File: config.mk
export PLATFORM = sky130hd
export DESIGN_NAME = iexc_classifier
export DESIGN_NICKNAME = d
export VERILOG_FILES = /design/src/rtl/iexc_pkg.sv /design/src/rtl/iexc_bank_track.sv /design/src/rtl/iexc_div_check.sv /design/src/rtl/iexc_prio.sv /design/src/rtl/iexc_classifier.sv
export SDC_FILE = /design/constraint.sdc
export NUM_CORES = 1
export LEC_CHECK = 0
export ABC_AREA = 1
export BUFFER_PORTS_ARGS = -buffer_cell sky130_fd_sc_hd__buf_2
export CORE_AREA = 5 5 54 56
export DETAILED_ROUTE_END_ITERATION = 7
export DIE_AREA = 0 0 59 61
export PLACE_DENSITY = 0.89
export REMOVE_ABC_BUFFERS = 1
export SLEW_MARGIN = 20
export SYNTH_ARGS = -nofsm -noshare
export SYNTH_HDL_FRONTEND = slang
export SYNTH_SLANG_ARGS = --single-unit
File: constraint.sdc
create_clock -name clk -period 6.7 [get_ports clk]
set_clock_uncertainty 0.2 [all_clocks]
set_input_delay 0.335 -clock clk [delete_from_list [all_inputs] [get_ports clk]]
set_output_delay 0.335 -clock clk [all_outputs]
set_load 0.02 [all_outputs]
File: src/rtl/iexc_pkg.sv
package iexc_pkg;

   localparam int CAUSE_W = 3;
   localparam int NUM_SRC = 7;

   typedef enum logic [CAUSE_W-1:0] {
      CAUSE_NONE  = 3'd0,
      CAUSE_SLOT  = 3'd1,
      CAUSE_GEN   = 3'd2,
      CAUSE_BUNF  = 3'd3,
      CAUSE_BOVF  = 3'd4,
      CAUSE_TRAP  = 3'd5,
      CAUSE_DZERO = 3'd6,
      CAUSE_DOVF  = 3'd7
   } cause_e;

   typedef struct packed {
      logic undef;
      logic pc_write;
      logic wide;
      logic restore;
      logic div_s;
      logic div_u;
      logic trap;
   } ins_flags_t;

endpackage

File: src/rtl/iexc_bank_track.sv
module iexc_bank_track #(
   parameter int BANK_DEPTH = 15
) (
   input  logic clk,
   input  logic rst_n,
   input  logic restore_go,
   input  logic irq_acc,
   input  logic ovf_en,
   output logic empty,
   output logic full,
   output logic ovf_hit
);
   localparam int CNT_W = $clog2(BANK_DEPTH + 1);
   localparam logic [CNT_W-1:0] CNT_MAX = CNT_W'(BANK_DEPTH);

   logic [CNT_W-1:0] cnt_q;
   logic             inc;
   logic             dec;

   assign empty   = (cnt_q == '0);
   assign full    = (cnt_q == CNT_MAX);
   assign inc     = irq_acc & ~full;
   assign dec     = restore_go & ~empty;
   assign ovf_hit = irq_acc & full & ovf_en;

   always_ff @(posedge clk or negedge rst_n) begin
      if (!rst_n) begin
         cnt_q <= '0;
      end else begin
         case ({inc, dec})
            2'b10:   cnt_q <= cnt_q + CNT_W'(1);
            2'b01:   cnt_q <= cnt_q - CNT_W'(1);
            default: cnt_q <= cnt_q;
         endcase
      end
   end
endmodule

File: src/rtl/iexc_div_check.sv
module iexc_div_check #(
   parameter int DATA_W = 32
) (
   input  logic              div_s,
   input  logic              div_u,
   input  logic [DATA_W-1:0] dividend,
   input  logic [DATA_W-1:0] divisor,
   output logic              zero,
   output logic              ovf
);
   localparam logic [DATA_W-1:0] MOST_NEG = {1'b1, {(DATA_W-1){1'b0}}};
   localparam logic [DATA_W-1:0] MINUS_1  = {DATA_W{1'b1}};

   logic divisor_zero;

   assign divisor_zero = (divisor == '0);
   assign zero         = (div_s | div_u) & divisor_zero;
   assign ovf          = div_s & ~divisor_zero &
                         (dividend == MOST_NEG) & (divisor == MINUS_1);
endmodule

File: src/rtl/iexc_prio.sv
module iexc_prio
   import iexc_pkg::*;
#(
   parameter int N_SRC = NUM_SRC
) (
   input  logic [N_SRC-1:0]   hits,
   output logic               any,
   output logic [CAUSE_W-1:0] cause
);
   // hits[0] is the highest priority; source index i reports cause i+1
   always_comb begin
      cause = CAUSE_NONE;
      for (int i = N_SRC - 1; i >= 0; i--) begin
         if (hits[i]) cause = CAUSE_W'(i + 1);
      end
   end
   assign any = |hits;
endmodule

File: src/rtl/iexc_classifier.sv
module iexc_classifier
   import iexc_pkg::*;
#(
   parameter int DATA_W     = 32,
   parameter int BANK_DEPTH = 15,
   parameter bit REG_OUT    = 1'b1
) (
   input  logic               clk,
   input  logic               rst_n,
   input  logic               issue_vld,
   input  logic               prev_done,
   input  logic               in_slot,
   input  logic               ins_undef,
   input  logic               ins_pc_write,
   input  logic               ins_wide,
   input  logic               ins_restore,
   input  logic               ins_div_s,
   input  logic               ins_div_u,
   input  logic               ins_trap,
   input  logic [DATA_W-1:0]  div_dividend,
   input  logic [DATA_W-1:0]  div_divisor,
   input  logic               ovf_en,
   input  logic               irq_bank_acc,
   output logic               exc_req,
   output logic [CAUSE_W-1:0] exc_cause
);
   generate
      if (DATA_W < 2) begin : g_bad_width
         $error("DATA_W must be at least 2");
      end
      if (BANK_DEPTH < 1) begin : g_bad_depth
         $error("BANK_DEPTH must be at least 1");
      end
   endgenerate

   ins_flags_t fl;
   assign fl = '{undef: ins_undef, pc_write: ins_pc_write, wide: ins_wide,
                 restore: ins_restore, div_s: ins_div_s, div_u: ins_div_u,
                 trap: ins_trap};

   logic accept;
   logic legal;
   logic slot_hit;
   logic gen_hit;
   logic restore_go;
   logic bank_empty;
   logic bank_full;
   logic bank_ovf;
   logic div_zero;
   logic div_ovf;
   logic [NUM_SRC-1:0] hits;
   logic               any_c;
   logic [CAUSE_W-1:0] cause_c;

   assign accept     = issue_vld & prev_done;
   assign slot_hit   = accept & in_slot &
                       (fl.undef | fl.pc_write | fl.wide | fl.restore |
                        fl.div_s | fl.div_u | fl.trap);
   assign gen_hit    = accept & ~in_slot & fl.undef;
   assign legal      = accept & ~in_slot & ~fl.undef;
   assign restore_go = legal & fl.restore;

   iexc_bank_track #(.BANK_DEPTH(BANK_DEPTH)) u_bank (
      .clk        (clk),
      .rst_n      (rst_n),
      .restore_go (restore_go),
      .irq_acc    (irq_bank_acc),
      .ovf_en     (ovf_en),
      .empty      (bank_empty),
      .full       (bank_full),
      .ovf_hit    (bank_ovf)
   );

   iexc_div_check #(.DATA_W(DATA_W)) u_div (
      .div_s    (fl.div_s),
      .div_u    (fl.div_u),
      .dividend (div_dividend),
      .divisor  (div_divisor),
      .zero     (div_zero),
      .ovf      (div_ovf)
   );

   // index order is the priority order
   assign hits[0] = slot_hit;
   assign hits[1] = gen_hit;
   assign hits[2] = restore_go & bank_empty;
   assign hits[3] = bank_ovf;
   assign hits[4] = legal & fl.trap;
   assign hits[5] = legal & div_zero;
   assign hits[6] = legal & div_ovf;

   iexc_prio #(.N_SRC(NUM_SRC)) u_prio (
      .hits  (hits),
      .any   (any_c),
      .cause (cause_c)
   );

   generate
      if (REG_OUT) begin : g_reg_out
         always_ff @(posedge clk or negedge rst_n) begin
            if (!rst_n) begin
               exc_req   <= 1'b0;
               exc_cause <= CAUSE_NONE;
            end else begin
               exc_req   <= any_c;
               exc_cause <= cause_c;
            end
         end
      end else begin : g_comb_out
         logic unused_full;
         assign unused_full = bank_full;
         always_comb begin
            exc_req   = any_c;
            exc_cause = cause_c;
         end
      end
   endgenerate
endmodule

==> results of run 1 <==
-- report_power, final --
| part | total, mW | leakage [nW] | switching, mW | internal [mW] |
|---|---|---|---|---|
| logic | 0.0949 | 0.673 | 0.0477 | 0.0472 |
| clock network | 0.0365 | 0.0138 | 0.0160 | 0.0205 |
| registers | 0.0787 | 0.102 | 0.0165 | 0.0622 |
-- layout make-up --
cell class                 instances  area, sq um  area share [%]
clock buffer                       3         22.5            1.62
timing repair buffer              82          415            29.9
multi-input combinational        133          653            47.0
inverter                          16         60.1            4.32
sequential                         8          200            14.4
tap                               30         37.5            2.70
-- sequential cells by signal (all words and copies together), names as in the netlist --
name          cells
u_bank.cnt_q      4
exc_cause         3
exc_req           1
-- synthesized netlist by cell type --
cell       n
a21oi_1    1
and2_0     1
dfrtp_1    8
fa_1       1
ha_1       3
inv_1     15
inv_2      1
mux2_2     1
nand2_1   50
nand2_2    1
nand3_1    3
nand3_2    3
nand3b_1   1
nand4_1    4
nor2_1    49
nor2_2     2
nor3_1     2
nor3_2     1
nor3_4     1
nor4_1     1
nor4_2     1
o21ai_0    2
o21ai_1    1
xnor2_1    1
xor2_1     3
-- cells by family after synthesis --
family          count (synthesis)  synth area share (%)
flops                           8                  21.9
mux                             1                  1.23
fa+ha+maj                       4                  6.30
compound gates                  4                  2.19
buf+inv                        16                  6.57
xor+xnor                        4                  3.84
simple gates                  120                  57.9
-- worst register-to-register path, stage by stage, from the launching register on --
cell and delay [ps]:
dfrtp_1 420, nor4_2 330, nor2_1 80, ha_1 260
ha_1 350, a21oi_1 140, o21ai_1 90, xor2_1 150
mux2_2 260
-- worst max path at each step --
stage / start / endpoint / cells past startpoint
finish: u_bank.cnt_q[0] / u_bank.cnt_q[3] / 8
detailed placement: ins_undef / u_bank.cnt_q[3] / 10
CTS: u_bank.cnt_q[0] / u_bank.cnt_q[3] / 8
global route: u_bank.cnt_q[0] / u_bank.cnt_q[3] / 8
floorplan: u_bank.cnt_q[0] / u_bank.cnt_q[3] / 8
global placement: ins_undef / u_bank.cnt_q[3] / 10
-- layer usage --
layer / share of wire (%) / track usage (%) / wire length, um / vias up
met5: 0 / 0 / 0 / -
met4: 0.58 / 4.53 / 16 / 0
met3: 7.6 / 4.26 / 209 / 4
met2: 52 / 31.5 / 1450 / 41
met1: 39 / 18.1 / 1090 / 515
li1: - / - / - / 658
-- what timing repair did --
action                    4_1_cts  5_1_grt
hold endpoints to repair        8        0
resized for setup               0        0
hold buffers                    1        0
==> impl_results.md, run 1 <==
* Status: completed
* GR Overflow Total at 0
* CTS tree: yes
* # port buffers at 81
* Period utilization at between 30% and 40%
* Reg clk slew, reported paths at 50 ps
* Placer congestion estimate at 0.859
* Routed wire length at 2760 um
* RSZ-0062 raised after global routing: no
* Startpoint Class: register
* Post-synthesis cell area at 913 sq um
* Hold endpoint: exc_cause[0]
* # DRC at 0
* ANT cells at 0
* Worst-path cell chain: nor4_2 -> nor2_1 -> ha_1 -> ha_1 -> a21oi_1 -> o21ai_1 -> xor2_1 -> mux2_2
* CP max FO at 4
* Synth Area per Inst at 5.82 sq um
* Post-CTS Repair Setup Buffers at 0
* Largest net degree at the start of global routing at 9
* Via-to-Cell Ratio at approximately 4.5
* Core Util, Final at around 58%
* Worst Hold Depth at 3
* Seq/Total Area, Yosys at a little over a fifth
* Unique masters post-synth at 25
* Hold Violations, Final at 0
* Mapped Cells at 157
* Top Family by Delay on Critical Path: adder cells
* Most frequent cells in the layout: buf_2 (81), nand2_1 (50), nor2_1 (49)
* Setup TNS at 0 ps
* CTS sink count at 8
* DIE HEIGHT at 61 um
* Max frequency at 0.419 GHz
* Slew Limit Fails at 0
* Yosys top cell area share at 21.9%
* Final worst path period need at 2380 ps
* Clk buf depth at 2
* Leakage power at 0.789 nW
* R2r setup slk at 4320 ps
* Initial core utilization at 38.3%
* H-tree depth at 1
* Worst vdd ir at 0.0970 mV
* Top cells by area, synth: dfrtp_1 (22%), nand2_1 (21%), nor2_1 (20%)
* Area Growth Syn to Fin at 52.1%
* CP most frequent cell: ha_1
* WP data required at 6640 ps
* Fin area at 0.00139 sq mm
* Die area at 0.00360 sq mm
* Most common cell after layout, fill and taps aside: buf_2
* # setup viols final at 0
* DP Cell Count at 268
* Worst skew pair latency at 250 ps
* Die width at 59 um
* Max_cap viols at 0
* Slowest CP cell: dfrtp_1
* DR iter-0 viols at 18
* Via count at 1,218
* Element type at the critical path end: register
* Max-slew headroom at approximately three quarters
* Wire length per cell at between 10 and 15 um
* Initial antenna violation count at 0
* FF-to-FF End: u_bank.cnt_q[3]
* Hold WS at 233 ps
* Synth area leader: dfrtp_1
* IO Count at 82
* Nets at 326
* WS Path Type: reg2reg
* Number of global-route vias before repair at roughly 1.2k
* Worst Tran Pin Value at 345 ps
* FP Rows at 18
* HP Start: ins_restore
* Area post-placement at 0.00136 sq mm
* CTS Buf Count at 3
* Tot GR Track Use at 16.6%
* Worst path bufs/invs at 0
* Share of cells above drive strength 1 at around two fifths
* Finished Layout Cells at 272
* Overall power at between 0.2 and 0.25 mW
* R2R Path Start: u_bank.cnt_q[0]
* Pre-antenna DRT Iters at 4
* #FFs+latches synth at 8
* Filler cells at 266
* Worst path arrival time at between 2000 and 2500 ps
* Clock root cell: clkbuf_4
* Pwr dens at between 150 and 200 mW/mm^2
* Antenna-violating nets left at 0
* First-pass GRT wire length at 4560 um
* Hold Crit Class: in2reg
* Pre-CTS setup slack at approximately 4300 ps
* Core box area at 0.00239 sq mm
* Yosys warnings at 0
* Fin worst setup slack at 4320 ps
* Hpwl dp at roughly 2600 um
* Slowest stage delay, CP at 420 ps
* Worst reg2reg path depth at 8
No activity file was read; power rests on OpenSTA's default activity.
==> inputs of run 2 (changes only) <==
ABC_AREA = 0   (was 1)
CORE_AREA = 5 5 55 57   (was 5 5 54 56)
DIE_AREA = 0 0 60 62   (was 0 0 59 61)
PLACE_DENSITY = 0.85   (was 0.89)
clock period = 2.45 ns   (was 6.7 ns; I/O delays follow)
==> run 2 against run 1 <==
Final area is 1.5% higher. Cell count shrank 14%. First-iteration DRC count rose to 2.7 times the previous value. Fmax up 1.3%. Count of clock-buffer cells in the layout unchanged. Hold slack worse by 210 ps. Setup slack got worse by 4200 ps. Critical path depth increased by 1. Largest cell class unchanged.
==> impl_results.md, run 2 <==
* Status: completed
* Via-to-Cell Ratio at a little under 6
* Routed wire length at 3620 um
* Hpwl dp at 3320 um
* R2r setup slk at between 90 and 100 ps
* Top Family by Delay on Critical Path: adder cells
* Top FF cell, synth: dfrtp_1
* #FFs+latches synth at 8
* Most frequent cells in the layout: buf_2 (81), nor4_1 (20), nand4_1 (16)
* Die width at around 60 um
* Area post-placement at roughly 0.0013 sq mm
* CP max FO at 3
* # DRC at 0
* CTS tree: yes
* RSZ-0062 raised after global routing: no
* Core box area at 0.00243 sq mm
* Startpoint Class: register
* # port buffers at 81
* Wire length per cell at 15.5 um
* Max_cap viols at 0
* Slew Limit Fails at 0
* Synth Area per Inst at 7.71 sq um
* Hold Crit Class: in2async
* Setup TNS at 0 ps
* Core Util, Final at 58.0%
* Pwr dens at 441 mW/mm^2
* Seq/Total Area, Yosys at 22.6%
* Pre-antenna DRT Iters at 4
* Worst skew pair latency at about 260 ps
* Hold WS at around 20 ps
* IO Count at around 80
* Top cells by area, synth: dfrtp_1 (23%), nor4_1 (15%), nand4_1 (11%)
* Max reg flops at 4
* Reg clk slew, reported paths at roughly 50 ps
* DIE HEIGHT at 62 um
* H-tree depth at 1
* Fin area at 0.00141 sq mm
* Max-slew headroom at 73.8%
* DR iter-0 viols at 48
* WS Path Type: reg2reg
* FP Rows at 18
* Worst-path cell chain: nor4_4 -> nor2_1 -> ha_1 -> ha_1 -> a21o_1 -> a21oi_2 -> xnor2_1 -> nor2_1 -> xor2_1
* Worst path bufs/invs at 0
* Most common cell after layout, fill and taps aside: buf_2
* CTS Buf Count at 3
* Element type at the critical path end: register
* Synth area leader: dfrtp_1
* Max frequency at 0.425 GHz
* Worst Tran Pin Value at 388 ps
* Yosys top cell area share at 22.6%
* Post-synthesis cell area at 887 sq um
* Final worst path period need at approximately 2400 ps
* Count leader, synth: nor4_1
* Regs by FF count: u_bank.cnt_q x4, exc_cause x3, exc_req x1
* Period utilization at 96.1%
* Placer congestion estimate at between 0.9 and 1
* Yosys warnings at 0
* ANT cells at 0
* Ys async rst share at 100%
* Leakage power at 0.649 nW
* Slowest CP cell: dfrtp_2
* Synth cell count leaders: nor4_1 (21), nand4_1 (16), nand2_1 (9), dfrtp_1 (8), nor2_1 (8)
* Via count at 1,370
* Slowest stage delay, CP at 430 ps
* # setup viols final at 0
* Initial antenna violation count at 0
* Clock root cell: clkbuf_4
* Initial core utilization at 36.5%
* Die area at 0.00372 sq mm
* Unique masters post-synth at 33
* Clk buf depth at 2
* GR Overflow Total at 0
* First-pass GRT wire length at 5550 um
* Hold Violations, Final at 0
* Worst path arrival time at around 2300 ps
* Biggest register: u_bank.cnt_q
* Nets at 287
* Post-synth EDFFs at 0
* Tot GR Track Use at 19.7%
* Antenna-violating nets left at 0
* Area Growth Syn to Fin at 59.0%
* Worst vdd ir at 0.318 mV
* Share of cells above drive strength 1 at 45.3%
* Mapped Cells at between 100 and 150
* Largest net degree at the start of global routing at 9
* Post-CTS Repair Setup Buffers at 0
* Number of global-route vias before repair at 1,364
* CTS sink count at 8
* WP data required at 2390 ps
==> run 2: worst paths after layout <==
path / from / endpoint / cells after the start
max in group asynchronous: rst_n / u_bank.cnt_q[3] / 2
min reg2reg: u_bank.cnt_q[3] / u_bank.cnt_q[3] / 1
min in group clk: div_dividend[8] / exc_cause[2] / 4
min: rst_n / u_bank.cnt_q[0] / 2
max reg2reg: u_bank.cnt_q[3] / u_bank.cnt_q[3] / 9
max: u_bank.cnt_q[3] / u_bank.cnt_q[3] / 9
==> run 2: final cells by class <==
cell class | instances | area [sq um]
Clock buffer | 3 | 22.5
Multi-Input combinational cell | 102 | 686
Sequential cell | 8 | 201
Inverter | 4 | 15.0
Timing Repair Buffer | 86 | 448
Tap cell | 30 | 37.5
Fill cell | 242 | 1020
==> run 2: where the power goes <==
part	internal, mW	total [mW]	switching, mW
registers	0.173	0.223	0.0497
logic	0.154	0.300	0.146
clock network	0.0560	0.0997	0.0438
total	0.383	0.622	0.239
==> run 2: metrics by stage <==
step | setup WS [ps] | cells | power (mW)
6_report | 96.6 | 233 | 0.622
5_1_grt | 2.10 | 233 | 0.677
4_1_cts | 72.7 | 233 | 0.605
3_5_place_dp | 1.99 | 228 | 0.490
3_3_place_gp | 106 | 228 | 0.480
2_1_floorplan | 59.2 | 114 | 0.342
==> run 2: cells by family (layout without fill, tap and decap cells) <==
kind of cell,after synthesis,count (layout),share of synthesized area [%]
DFF,8,8,22.6
adders and majority gates,4,4,6.49
and+or+nand+nor,80,80,54.2
AOI/OAI and AO/OA,13,13,9.45
muxes,1,1,1.13
buffers and inverters,5,93,2.26
xor gates and xnor gates,4,4,3.95
==> run 2: routing by layer <==
metal	GRT usage, %	share of wire (%)
met2	36.1	51
met1	21.5	32
met4	9.49	3.8
met3	4.34	13
met5	0	0
==> run 2: timing repair <==
action | in CTS | in global routing
hold buffers | 2 | 0
gates resized for setup | 1 | 3
gates cloned | 0 | 0
endpoints found under the setup margin | 1 | 1
hold endpoints to repair | 9 | 0
==> inputs of run 3 (changes only) <==
CORE_AREA = 5 5 69 71   (was 5 5 55 57)
CTS_BUF_LIST = sky130_fd_sc_hd__clkbuf_16   (was default)
DIE_AREA = 0 0 74 76   (was 0 0 60 62)
PLACE_DENSITY = default   (was 0.85)
==> run 3 against run 2 <==
Clock power grew to 2.7 times the previous value. Non-clock buffer count is the same. Register-to-register slack got worse by 20 ps. Total power is 28% higher. Cell count grew 9.4%. First-iteration DRC count up 23%. Highest routed layer unchanged.
==> impl_results.md, run 3 (synthesis results as in run 2) <==
* Status: completed
* Regs by FF count: u_bank.cnt_q x4, exc_cause x3, exc_req x1
* DR iter-0 viols at 59
* R2R Path Start: u_bank.cnt_q[3]
* Element type at the critical path end: register
* Slew Limit Fails at 0
* WS Path Type: reg2reg
* Hold Violations, Final at 0
* # port buffers at 81
* Sw power at 0.264 mW
* Routed wire length at 4050 um
* HP Start: div_dividend[9]
* CTS Buf Count at 3
* Hpwl dp at 3630 um
* FP Rows at 24
* Max_cap viols at 0
* Antenna-violating nets left at 0
* DIE HEIGHT at roughly 76 um
* Sequential share of power at 28.2%
* Wire length per cell at around 16 um
* Worst skew pair latency at 230 ps
* CTS tree: yes
* Most common cell after layout, fill and taps aside: buf_2
* Worst Tran Pin Value at ~350 ps
* H-tree depth at 1
* Pwr dens at 537 mW/mm^2
* Top Family by Delay on Critical Path: adder cells
* Slowest CP cell: dfrtp_1
* Die area at 0.00562 sq mm
* Slowest stage delay, CP at 430 ps
* IO Count at 82
* Pre-CTS setup slack at 16.6 ps
* Post-CTS Repair Setup Buffers at 0
* CP max FO at 3
* Via count at about 1.3k
* Fin worst setup slack at between 70 and 80 ps
* Worst reg2reg path depth at 9
* Period utilization at 97.0%
* Worst-path cell chain: nor4_4 -> nor2_1 -> ha_1 -> ha_1 -> a21o_1 -> a21oi_1 -> xnor2_1 -> nor2_1 -> xor2_1
* Initial antenna violation count at 0
* First-pass GRT wire length at 6110 um
* Core Util, Final at between 30% and 40%
* Startpoint Class: register
* # DRC at 0
* Nets at 287
* Core box area at 0.00417 sq mm
* Share of cells above drive strength 1 at 44.3%
* Max reg flops at 4
* P_int at 0.534 mW
* Worst path bufs/invs at 0
* Clock Power Share at between 30% and 40%
* WP data required at 2360 ps
* Largest net degree at the start of global routing at 9
* Die width at 74 um
* Worst path arrival time at about 2300 ps
* Overall power at 0.798 mW
* Clock root cell: clkbuf_16
* Hold Crit Class: in2reg
* Leakage power at between 0.6 and 0.7 nW
* Tot GR Track Use at between 10% and 20%
* Reg clk slew, reported paths at 40 ps
* Via-to-Cell Ratio at 5.18
* Area Growth Syn to Fin at 67.4%
* GR Overflow Total at 0
* Clk buf depth at 2
* Hold endpoint: exc_cause[2]
* Placer congestion estimate at 0.834
* Setup TNS at 0 ps
* Initial core utilization at 21.3%
* DP Cell Count at 250
* # setup viols final at 0
* Number of global-route vias before repair at roughly 1.3k
* Finished Layout Cells at 255
* Final worst path period need at 2380 ps
* Switching Fraction at between 30% and 40%
* CTS sink count at 8
* Combinational share of power at 38.0%
* Worst Hold Depth at 4
* Biggest register: u_bank.cnt_q
* FF-to-FF End: u_bank.cnt_q[3]
* R2r setup slk at roughly 73 ps
* Max-slew headroom at 76.5%
* Worst vdd ir at 0.208 mV
* Most frequent cells in the layout: buf_2 (81), nor4_1 (20), nand4_1 (16)
* Pre-antenna DRT Iters at 4
* ANT cells at 0
* Max frequency at 0.421 GHz
## run 3: cell counts in the layout (fill, tap and decap cells not counted)
No cell type changed its count.
## run 3: power by group through the flow
stage	combinational, mW	sequential (mW)	clock (mW)
6_report	0.303	0.225	0.269
5_1_grt	0.340	0.232	0.286
4_1_cts	0.297	0.206	0.274
3_5_place_dp	0.291	0.206	0
3_3_place_gp	0.282	0.203	0
2_1_floorplan	0.133	0.210	0
## run 3: stage by stage
| step | cell area (sq um) | hold slack, ps |
|---|---|---|
| 3_5_place_dp | 1380 | -227 |
| 2_1_floorplan | 882 | -373 |
| 6_report | 1490 | 38.6 |
| 4_1_cts | 1470 | 41.9 |
| 3_3_place_gp | 1380 | -227 |
| 5_1_grt | 1490 | 54.5 |
## run 3: worst reg2reg max path: cells and delay by family, from the launching register on
kind / cells / cell delay (ps)
adders and majority gates: 2 / 550
DFF: 1 / 430
and+or+nand+nor: 3 / 430
AOI/OAI and AO/OA: 2 / 360
xor gates and xnor gates: 2 / 270
## run 3: worst max-delay path by stage
| stage | start | end | slack (ps) | depth (start not counted) |
|---|---|---|---|---|
| 3_5_place_dp | u_bank.cnt_q[3] | u_bank.cnt_q[3] | 20 | 9 |
| 5_1_grt | u_bank.cnt_q[3] | u_bank.cnt_q[3] | -20 | 9 |
| 2_1_floorplan | prev_done | u_bank.cnt_q[3] | 60 | 10 |
| 3_3_place_gp | u_bank.cnt_q[3] | u_bank.cnt_q[3] | 100 | 9 |
| 6_report | u_bank.cnt_q[3] | u_bank.cnt_q[3] | 70 | 9 |
| 4_1_cts | u_bank.cnt_q[3] | u_bank.cnt_q[3] | 7 | 9 |
## run 3: per-layer routing
layer  GRT usage (%)  part of all wire [%]
met5               0                     0
met4            3.26                  0.91
met3            1.58                   3.8
met2            24.0                    54
met1            17.6                    41
## run 3: layout make-up
type	count	area, sq um
Tap cell	52	65.1
Fill cell	470	2690
Sequential cell	8	200
Timing Repair Buffer	86	448
Multi-Input combinational cell	102	682
Clock buffer	3	75.1
Inverter	4	15.0
## run 3: timing repair
action | 4_1_cts | 5_1_grt
hold endpoints to repair | 9 | 0
endpoints found under the setup margin | 0 | 1
gates resized for setup | 0 | 2
hold buffers | 2 | 0
